File: config.mk
export PLATFORM = sky130hd
export DESIGN_NAME = xbar_matrix
export DESIGN_NICKNAME = d
export VERILOG_FILES = /design/src/rtl/xbar_pkg.sv /design/src/rtl/xbar_cfg_bank.sv /design/src/rtl/xbar_out_sel.sv /design/src/rtl/xbar_matrix.sv
export SDC_FILE = /design/constraint.sdc
export NUM_CORES = 1
export LEC_CHECK = 0
export BUFFER_PORTS_ARGS = -buffer_cell sky130_fd_sc_hd__clkbuf_2
export CORE_UTILIZATION = 30
export CTS_CLUSTER_DIAMETER = 200
export DETAILED_ROUTE_END_ITERATION = 10
export GPL_TIMING_DRIVEN = 0
export SLEW_MARGIN = 20
export SYNTH_ARGS = -nofsm -noshare
export SYNTH_HDL_FRONTEND = slang
export SYNTH_HIERARCHICAL = 1
export SYNTH_SLANG_ARGS = --single-unit
File: constraint.sdc
create_clock -name clk -period 1.6 [get_ports clk]
set_clock_uncertainty 0.15 [all_clocks]
set_input_delay 0.16 -clock clk [delete_from_list [all_inputs] [get_ports clk]]
set_output_delay 0.16 -clock clk [all_outputs]
set_load 0.005 [all_outputs]
File: src/rtl/xbar_pkg.sv
package xbar_pkg;
  typedef enum logic {BANK_SHADOW = 1'b0, BANK_ACTIVE = 1'b1} bank_sel_e;

  function automatic logic index_ok(input int idx, input int n);
    return idx < n;
  endfunction
endpackage

File: src/rtl/xbar_cfg_bank.sv
module xbar_cfg_bank #(
  parameter int NPORTS = 6,
  parameter int IDX_W  = 3,
  parameter int EW     = IDX_W + 2
) (
  input  logic                 clk,
  input  logic                 rst,
  input  logic                 we,
  input  logic [IDX_W-1:0]     waddr,
  input  logic [EW-1:0]        wdata,
  input  logic                 update,
  input  logic [IDX_W:0]       raddr,
  output logic [EW-1:0]        rdata,
  output logic                 werr,
  output logic [NPORTS*EW-1:0] act_flat
);
  import xbar_pkg::*;

  logic [EW-1:0] shadow_q [NPORTS];
  logic [EW-1:0] active_q [NPORTS];
  logic [EW-1:0] shadow_d [NPORTS];
  logic          wr_ok;
  logic [IDX_W-1:0] ridx;
  bank_sel_e     rsel;

  assign wr_ok = we && index_ok(int'(waddr), NPORTS)
                    && index_ok(int'(wdata[IDX_W-1:0]), NPORTS);
  assign ridx  = raddr[IDX_W-1:0];
  assign rsel  = bank_sel_e'(raddr[IDX_W]);

  // next shadow contents, including a write in this cycle
  always_comb begin
    for (int i = 0; i < NPORTS; i++)
      shadow_d[i] = (wr_ok && int'(waddr) == i) ? wdata : shadow_q[i];
  end

  always_ff @(posedge clk) begin
    if (rst) begin
      for (int i = 0; i < NPORTS; i++) begin
        shadow_q[i] <= '0;
        active_q[i] <= '0;
      end
      werr  <= 1'b0;
      rdata <= '0;
    end else begin
      for (int i = 0; i < NPORTS; i++) begin
        shadow_q[i] <= shadow_d[i];
        if (update) active_q[i] <= shadow_d[i];
      end
      werr <= we && !wr_ok;
      if (!index_ok(int'(ridx), NPORTS))
        rdata <= '0;
      else if (rsel == BANK_ACTIVE)
        rdata <= active_q[ridx];
      else
        rdata <= shadow_q[ridx];
    end
  end

  for (genvar g = 0; g < NPORTS; g++) begin : g_flat
    assign act_flat[g*EW +: EW] = active_q[g];
  end
endmodule

File: src/rtl/xbar_out_sel.sv
module xbar_out_sel #(
  parameter int NPORTS = 6,
  parameter int IDX_W  = 3,
  parameter int EW     = IDX_W + 2
) (
  input  logic              clk,
  input  logic              rst,
  input  logic [NPORTS-1:0] din,
  input  logic [EW-1:0]     entry,
  output logic              dout_bit
);
  logic             en;
  logic             regd;
  logic [IDX_W-1:0] src;
  logic             picked;
  logic             held_q;

  assign en     = entry[EW-1];
  assign regd   = entry[EW-2];
  assign src    = entry[IDX_W-1:0];
  assign picked = din[src];

  always_ff @(posedge clk) begin
    if (rst) held_q <= 1'b0;
    else     held_q <= picked;
  end

  always_comb begin
    if (!en)       dout_bit = 1'b0;
    else if (regd) dout_bit = held_q;
    else           dout_bit = picked;
  end
endmodule

File: src/rtl/xbar_matrix.sv
module xbar_matrix #(
  parameter int NPORTS = 6,
  localparam int IDX_W = (NPORTS > 1) ? $clog2(NPORTS) : 1,
  localparam int EW    = IDX_W + 2
) (
  input  logic              clk,
  input  logic              rst,
  input  logic              cfg_we,
  input  logic [IDX_W-1:0]  cfg_addr,
  input  logic [EW-1:0]     cfg_wdata,
  input  logic              cfg_update,
  input  logic [IDX_W:0]    rd_addr,
  output logic [EW-1:0]     rd_data,
  output logic              wr_err,
  input  logic [NPORTS-1:0] din,
  output logic [NPORTS-1:0] dout
);
  logic [NPORTS*EW-1:0] act_flat;

  xbar_cfg_bank #(.NPORTS(NPORTS), .IDX_W(IDX_W), .EW(EW)) bank_i (
    .clk(clk), .rst(rst), .we(cfg_we), .waddr(cfg_addr), .wdata(cfg_wdata),
    .update(cfg_update), .raddr(rd_addr), .rdata(rd_data), .werr(wr_err),
    .act_flat(act_flat)
  );

  for (genvar o = 0; o < NPORTS; o++) begin : g_out
    xbar_out_sel #(.NPORTS(NPORTS), .IDX_W(IDX_W), .EW(EW)) sel_i (
      .clk(clk), .rst(rst), .din(din), .entry(act_flat[o*EW +: EW]),
      .dout_bit(dout[o])
    );
  end
endmodule

==> impl_metrics.yaml, run 1 <==
detailed_routing:
  ant_nets: 0
  wl_per_cell_um: 17.5
  firstDrtPassIters: 4
  via_per_inst: 4.96
  drtIter0Drc: 183
  drc: 0
  via_count: 2530
  wl_mm: 8.92
setup_path:
  cp_num_buf_inv: 2
  critPathTopFamily: "flip-flops"
  startpoint_type: "flip-flop"
  regToRegSetupSlack_ns: -0.16
  cp_slowest_cell: "edfxtp_1"
  cp_max_fo: 4
  worstPathRequired_ns: 1.29
  slowest_delay_ns: 0.45
  cp_cell_sequence: "mux2_4 > a222oi_1 > buf_4 > a21oi_2 > clkbuf_2"
  critPathKind: "flip-flop to output port"
  cp-end-kind: "output port"
  critPathArrivalTime_ns: 1.79
die:
  rows: 38
  dieHeight_um: 110
  coreArea_mm2: 0.0111
  die-width_um: 110
  num_io_pins: 34
  start_util: 0.315
  dieArea_mm2: 0.0121
timing:
  period_share: 1.31
  worstMarginPinSlew_ns: 0.615
  rsz0062_at_grt: "true"
  min_period_ns: 2.10
  hold_viol: 0
  timing.fmax_mhz: 476
  maxSlewHeadroom: 0.590
  setup_viol: 10
  slew_viol_final: 0
  hold_slack_ns: 0.0172
  fin_ws_ns: -0.503
final_layout:
  nNetsFinal: 387
  drive_above_1_share: 0.341
  layout_common_cells: "nor2_1 (72), dfxtp_1 (42), mux2i_1 (32)"
  area_growth_syn_to_layout_pct: 24.6
  fill_cells: 1088
  multi_input_area_mm2: 0.00172
  seqCellArea_mm2: 0.00174
  diodes: 0
  final_common_cell: "nor2_1"
place:
  dp_worst_setup_slack_ns: -0.397
  place_congestion: 0.778
  dp_hpwl_mm: 6.55
  numPortBuffers: 29
clocking:
  cts.sinks: 72
  root_buffer: "clkbuf_16"
  cts_tree: "built"
  clock_latency_ns: 0.33
  clockBufferDepth: 2
  clk_pin_slew_ns: 0.06
  htree_levels: 3
  numCtsBuffers: 9
synthesis:
  syn_area_per_cell_um2: 11.5
  synth-main-ff-cell: "dfxtp_1"
  synth_edf_count: 30
  syn-cell-area_mm2: 0.00349
  syn_inst: 304
  yosysWarningCount: 6
  synth_nets: 326
  ys_seq_area_frac: 0.500
  ys_seq_elements: 72
  yosysUniqueCellTypes: 32
  async_flop_share: 0
status:
  status: "finished, violations left"
  violations: "setup timing"
worst_hold_path:
  hp-class: "input port to flip-flop"
grt:
  grt_usage: 0.158
  grt_pass1_vias: 2587
  grt_first_pass_wirelength_mm: 13.9
  grt_overflow: 0
  antenna_found_initial: 0
  grt_max_degree: 31
power:
  switching_share: 0.235
  p_leak_nw: 1.83
  internal-power_w: 0.00342
  powerDensity_mw_per_mm2: 1030
  ir_drop_uv: 678
  combPwrFrac: 0.110
  p_seq_frac: 0.454
  p_switching_w: 0.00105
  power.share.clock: 0.435
flow_run:
  cap_violations: 0
[per-layer routing]
layer	GRT usage	vias to the layer above	part of all wire
li1	-	1217	-
met1	0.202	1234	0.46
met2	0.254	65	0.46
met3	0.0403	14	0.051
met4	0.0619	0	0.021
met5	0	-	0
[kinds of logic after synthesis]
kind of cell | Yosys count | share of synthesized area
flip-flops | 72 | 0.500
AO/OA/AOI/OAI | 30 | 0.0610
multiplexers | 78 | 0.266
buffers and inverters | 22 | 0.0276
AND/OR/NAND/NOR | 102 | 0.145
[what timing repair did]
action | CTS | global route
setup buffers | 11 | 8
hold buffers | 2 | 0
resized for setup | 15 | 7
endpoints found under the setup margin | 35 | 32
pin swaps | 15 | 4
endpoints found under the hold margin | 7 | 0
[worst register-to-register path: stages, from the launching register on]
cell,delay (ns)
edfxtp_1,0.45
buf_6,0.15
mux2_2,0.25
mux4_2,0.44
a22o_1,0.21
[final timing paths]
check,cells past startpoint,end,from
setup / recovery,5,dout[0],bank_i/active_q[0][2]
hold / removal,3,bank_i/werr,cfg_addr[2]
setup reg to reg,4,bank_i/rdata[2],bank_i/active_q[1][2]
hold reg to reg,2,bank_i/shadow_q[1][4],bank_i/shadow_q[1][4]
[flip-flops by register name, indices dropped and copies added, names as in the netlist]
signal	count
bank_i/rdata	5
g_out.sel_i/held_q	6
bank_i/shadow_q	30
bank_i/active_q	30
bank_i/werr	1
[synthesized netlist by cell type, types with 5 or more instances]
| cell type | number | share of area |
|---|---|---|
| mux2i_1 | 32 | 0.092 |
| o21ai_0 | 6 | 0.0086 |
| mux4_2 | 8 | 0.052 |
| nor2b_1 | 7 | 0.013 |
| a21oi_1 | 10 | 0.014 |
| dfxtp_1 | 42 | 0.24 |
| a22o_1 | 5 | 0.013 |
| inv_1 | 6 | 0.0065 |
| a222oi_1 | 6 | 0.017 |
| edfxtp_1 | 30 | 0.26 |
| mux2_2 | 23 | 0.074 |
| clkbuf_1 | 11 | 0.012 |
| mux2_1 | 15 | 0.048 |
| nor2_1 | 74 | 0.080 |
| and2b_4 | 6 | 0.017 |
[metrics by stage]
stage | TNS [ns] | cell area [um^2] | power [W] | util | cells
after global placement | -24.98 | 3820 | 0.00247 | 0.345 | 473
after floorplan | 0 | 3500 | 0.00233 | - | 304
after detailed placement | -25.90 | 3820 | 0.00248 | 0.345 | 473
after CTS | -3.09 | 4270 | 0.00447 | 0.385 | 502
final | -3.28 | 4340 | 0.00447 | 0.392 | 510
after global routing | -4.11 | 4340 | 0.00461 | 0.392 | 510
[power by group through the flow]
stage | Clock, W | Sequential, W | Combinational [W]
CTS | 0.00196 | 0.00203 | 0.000477
finish | 0.00194 | 0.00203 | 0.000493
global placement | 0 | 0.00206 | 0.000404
global route | 0.00204 | 0.00204 | 0.000533
floorplan | 0 | 0.00205 | 0.000276
detailed placement | 0 | 0.00207 | 0.000412
[layout make-up]
cell class / instances / area share
Buffer: 16 / 0.0179
Sequential cell: 72 / 0.401
Inverter: 6 / 0.00519
Multi-Input combinational cell: 210 / 0.396
Timing Repair Buffer: 50 / 0.0735
Clock inverter: 7 / 0.0144
Tap cell: 140 / 0.0403
Clock buffer: 9 / 0.0519
No activity file was read; power rests on OpenSTA's default activity.
==> run 2, diff against run 1 <==
==> constraint.sdc (replaced) <==
create_clock -name clk -period 2.24 [get_ports clk]
set_clock_uncertainty 0.15 [all_clocks]
set_input_delay 0.224 -clock clk [delete_from_list [all_inputs] [get_ports clk]]
set_output_delay 0.224 -clock clk [all_outputs]
set_load 0.1 [all_outputs]
==> run 2 against run 1 <==
The flow still finishes with violations (setup timing). Design area decreased by 0.84%. Register-to-register slack gained 0.57 ns. Largest cell class unchanged. Largest power group unchanged. Critical endpoint is now dout[4]. Highest routed layer unchanged. Core utilization decreased by 0.33 points.
==> impl_metrics.yaml, run 2 (same netlist as run 1, synthesis figures left out) <==
timing:
  min_period_ns: 2.25
  period_share: 1.01
  fin_ws_ns: -0.0128
  timing.fmax_mhz: 444
  rsz0062_at_grt: "true"
  maxSlewHeadroom: 0.546
  setup_tns_ns: -0.0128
  hold_viol: 0
  setup_viol: 1
  worstMarginPinSlew_ns: 0.681
  slew_viol_final: 0
  hold_slack_ns: 0.00595
final_layout:
  stdcell_area_mm2: 0.00431
  drive_above_1_share: 0.312
  area_growth_syn_to_layout_pct: 23.5
  layout_common_cells: "nor2_1 (74), dfxtp_1 (42), mux2i_1 (32)"
  nNetsFinal: 376
  final_common_cell: "nor2_1"
  diodes: 0
  reg_top3: "bank_i/active_q (30), bank_i/shadow_q (30), g_out.sel_i/held_q (6)"
  fill_cells: 1066
  final_cells: 499
worst_hold_path:
  hp-start: "cfg_we"
  hp-class: "input port to flip-flop"
die:
  rows: 38
  start_util: 0.315
  dieArea_mm2: 0.0121
  coreArea_mm2: 0.0111
  die-width_um: 110
  num_io_pins: 34
  dieHeight_um: 110
detailed_routing:
  firstDrtPassIters: 5
  via_count: 2484
  drtIter0Drc: 237
  wl_mm: 8.59
  ant_nets: 0
  drc: 0
  wl_per_cell_um: 17.2
  via_per_inst: 4.98
setup_path:
  timing.rr.start: "bank_i/active_q[0][2]"
  cp_max_fo: 4
  cp-end-kind: "output port"
  worstPathRequired_ns: 1.87
  reg2reg_depth: 4
  cp_cell_sequence: "mux2_4 > a222oi_1 > buf_4 > a21oi_2 > buf_8"
  cp_slowest_cell: "edfxtp_1"
  slowest_delay_ns: 0.46
  startpoint_type: "flip-flop"
  r2r-end: "bank_i/rdata[2]"
  critPathArrivalTime_ns: 1.88
  critPathKind: "flip-flop to output port"
  cp_num_buf_inv: 2
  startpoint: "bank_i/active_q[4][2]"
  cp.depth: 5
  regToRegSetupSlack_ns: 0.41
  crit_end: "dout[4]"
  critPathTopFamily: "flip-flops"
clocking:
  htree_levels: 3
  numCtsBuffers: 9
  cts.sinks: 72
  root_buffer: "clkbuf_16"
  clock_latency_ns: 0.33
  cts_tree: "built"
  clk_pin_slew_ns: 0.06
  cts-hold-fix-buffers: 0
  clockBufferDepth: 2
power:
  p_leak_nw: 1.78
  internal-power_w: 0.00245
  combPwrFrac: 0.128
  switching_share: 0.255
  total_power_w: 0.00329
  power.share.clock: 0.432
  p_switching_w: 0.000838
  ir_drop_uv: 432
  p_seq_frac: 0.440
  powerDensity_mw_per_mm2: 764
place:
  dp_cells: 473
  place_congestion: 0.775
  numPortBuffers: 29
  dpl-instance-area_mm2: 0.00383
  dp_hpwl_mm: 6.38
flow_run:
  cap_violations: 0
grt:
  grt_usage: 0.151
  antenna_found_initial: 0
  grt_pass1_vias: 2382
  grt_max_degree: 31
  grt_first_pass_wirelength_mm: 13.0
  grt_overflow: 0
status:
  status: "finished, violations left"
  violations: "setup timing"
==> run 2: cell types whose count changed in the layout (fill, tap and decap cells not counted), sizes merged <==
cell,delta
clkbuf,-6
buf,-3
clkinv,-3
dlygate4sd3,-2
inv,+2
clkinvlp,+1
==> run 2: power groups by stage <==
stage | Sequential [W] | Clock (W) | Combinational (W)
final | 0.00145 | 0.00142 | 0.000422
after global routing | 0.00146 | 0.00150 | 0.000446
after detailed placement | 0.00148 | 0 | 0.000366
after global placement | 0.00147 | 0 | 0.000360
after CTS | 0.00145 | 0.00144 | 0.000402
after floorplan | 0.00150 | 0 | 0.000238
==> run 2: worst min path at each step <==
stage,end,slack (ns),cells after the start
finish,bank_i/werr,0.006,2
CTS,bank_i/werr,0.005,2
detailed placement,bank_i/werr,0.36,2
global route,bank_i/werr,0.01,2
global placement,bank_i/shadow_q[5][1],0.35,2
floorplan,g_out[0].sel_i/held_q,0.15,1
==> run 2: per-stage QoR <==
| step | setup slack (ns) | util |
|---|---|---|
| finish | -0.0128 | 0.389 |
| global route | -0.0663 | 0.389 |
| CTS | -0.0131 | 0.383 |
| detailed placement | -0.0291 | 0.346 |
| global placement | -0.0180 | 0.346 |
| floorplan | 0.240 | - |
==> run 2: worst register-to-register path, stage by stage (launching register included) <==
cell      delay [ns]
edfxtp_1        0.43
buf_4           0.16
mux2_1          0.28
mux4_2          0.46
a22o_1          0.24
==> run 2: repair_timing <==
item	4_1_cts	5_1_grt
pin swaps	6	0
buffers inserted	8	2
gates resized for setup	15	14
endpoints found under the setup margin	6	6
endpoints found under the hold margin	0	0
==> run 2: area by class of cell <==
cell class | count | area [um^2] | share of cell area
tap | 140 | 175 | 0.0407
clock inverter | 7 | 70.1 | 0.0163
inverter | 6 | 22.5 | 0.00523
sequential | 72 | 1740 | 0.404
clock buffer | 9 | 225 | 0.0523
buffer | 16 | 73.8 | 0.0171
timing repair buffer | 39 | 305 | 0.0709
multi-input combinational | 210 | 1690 | 0.393
==> run 2: metal layers <==
layer | track usage | vias to the layer above | wire length (um)
met3 | 0.0451 | 8 | 475
met5 | 0 | - | 0
met1 | 0.203 | 1199 | 4050
met4 | 0.0400 | 0 | 89
li1 | - | 1199 | -
met2 | 0.235 | 78 | 3970
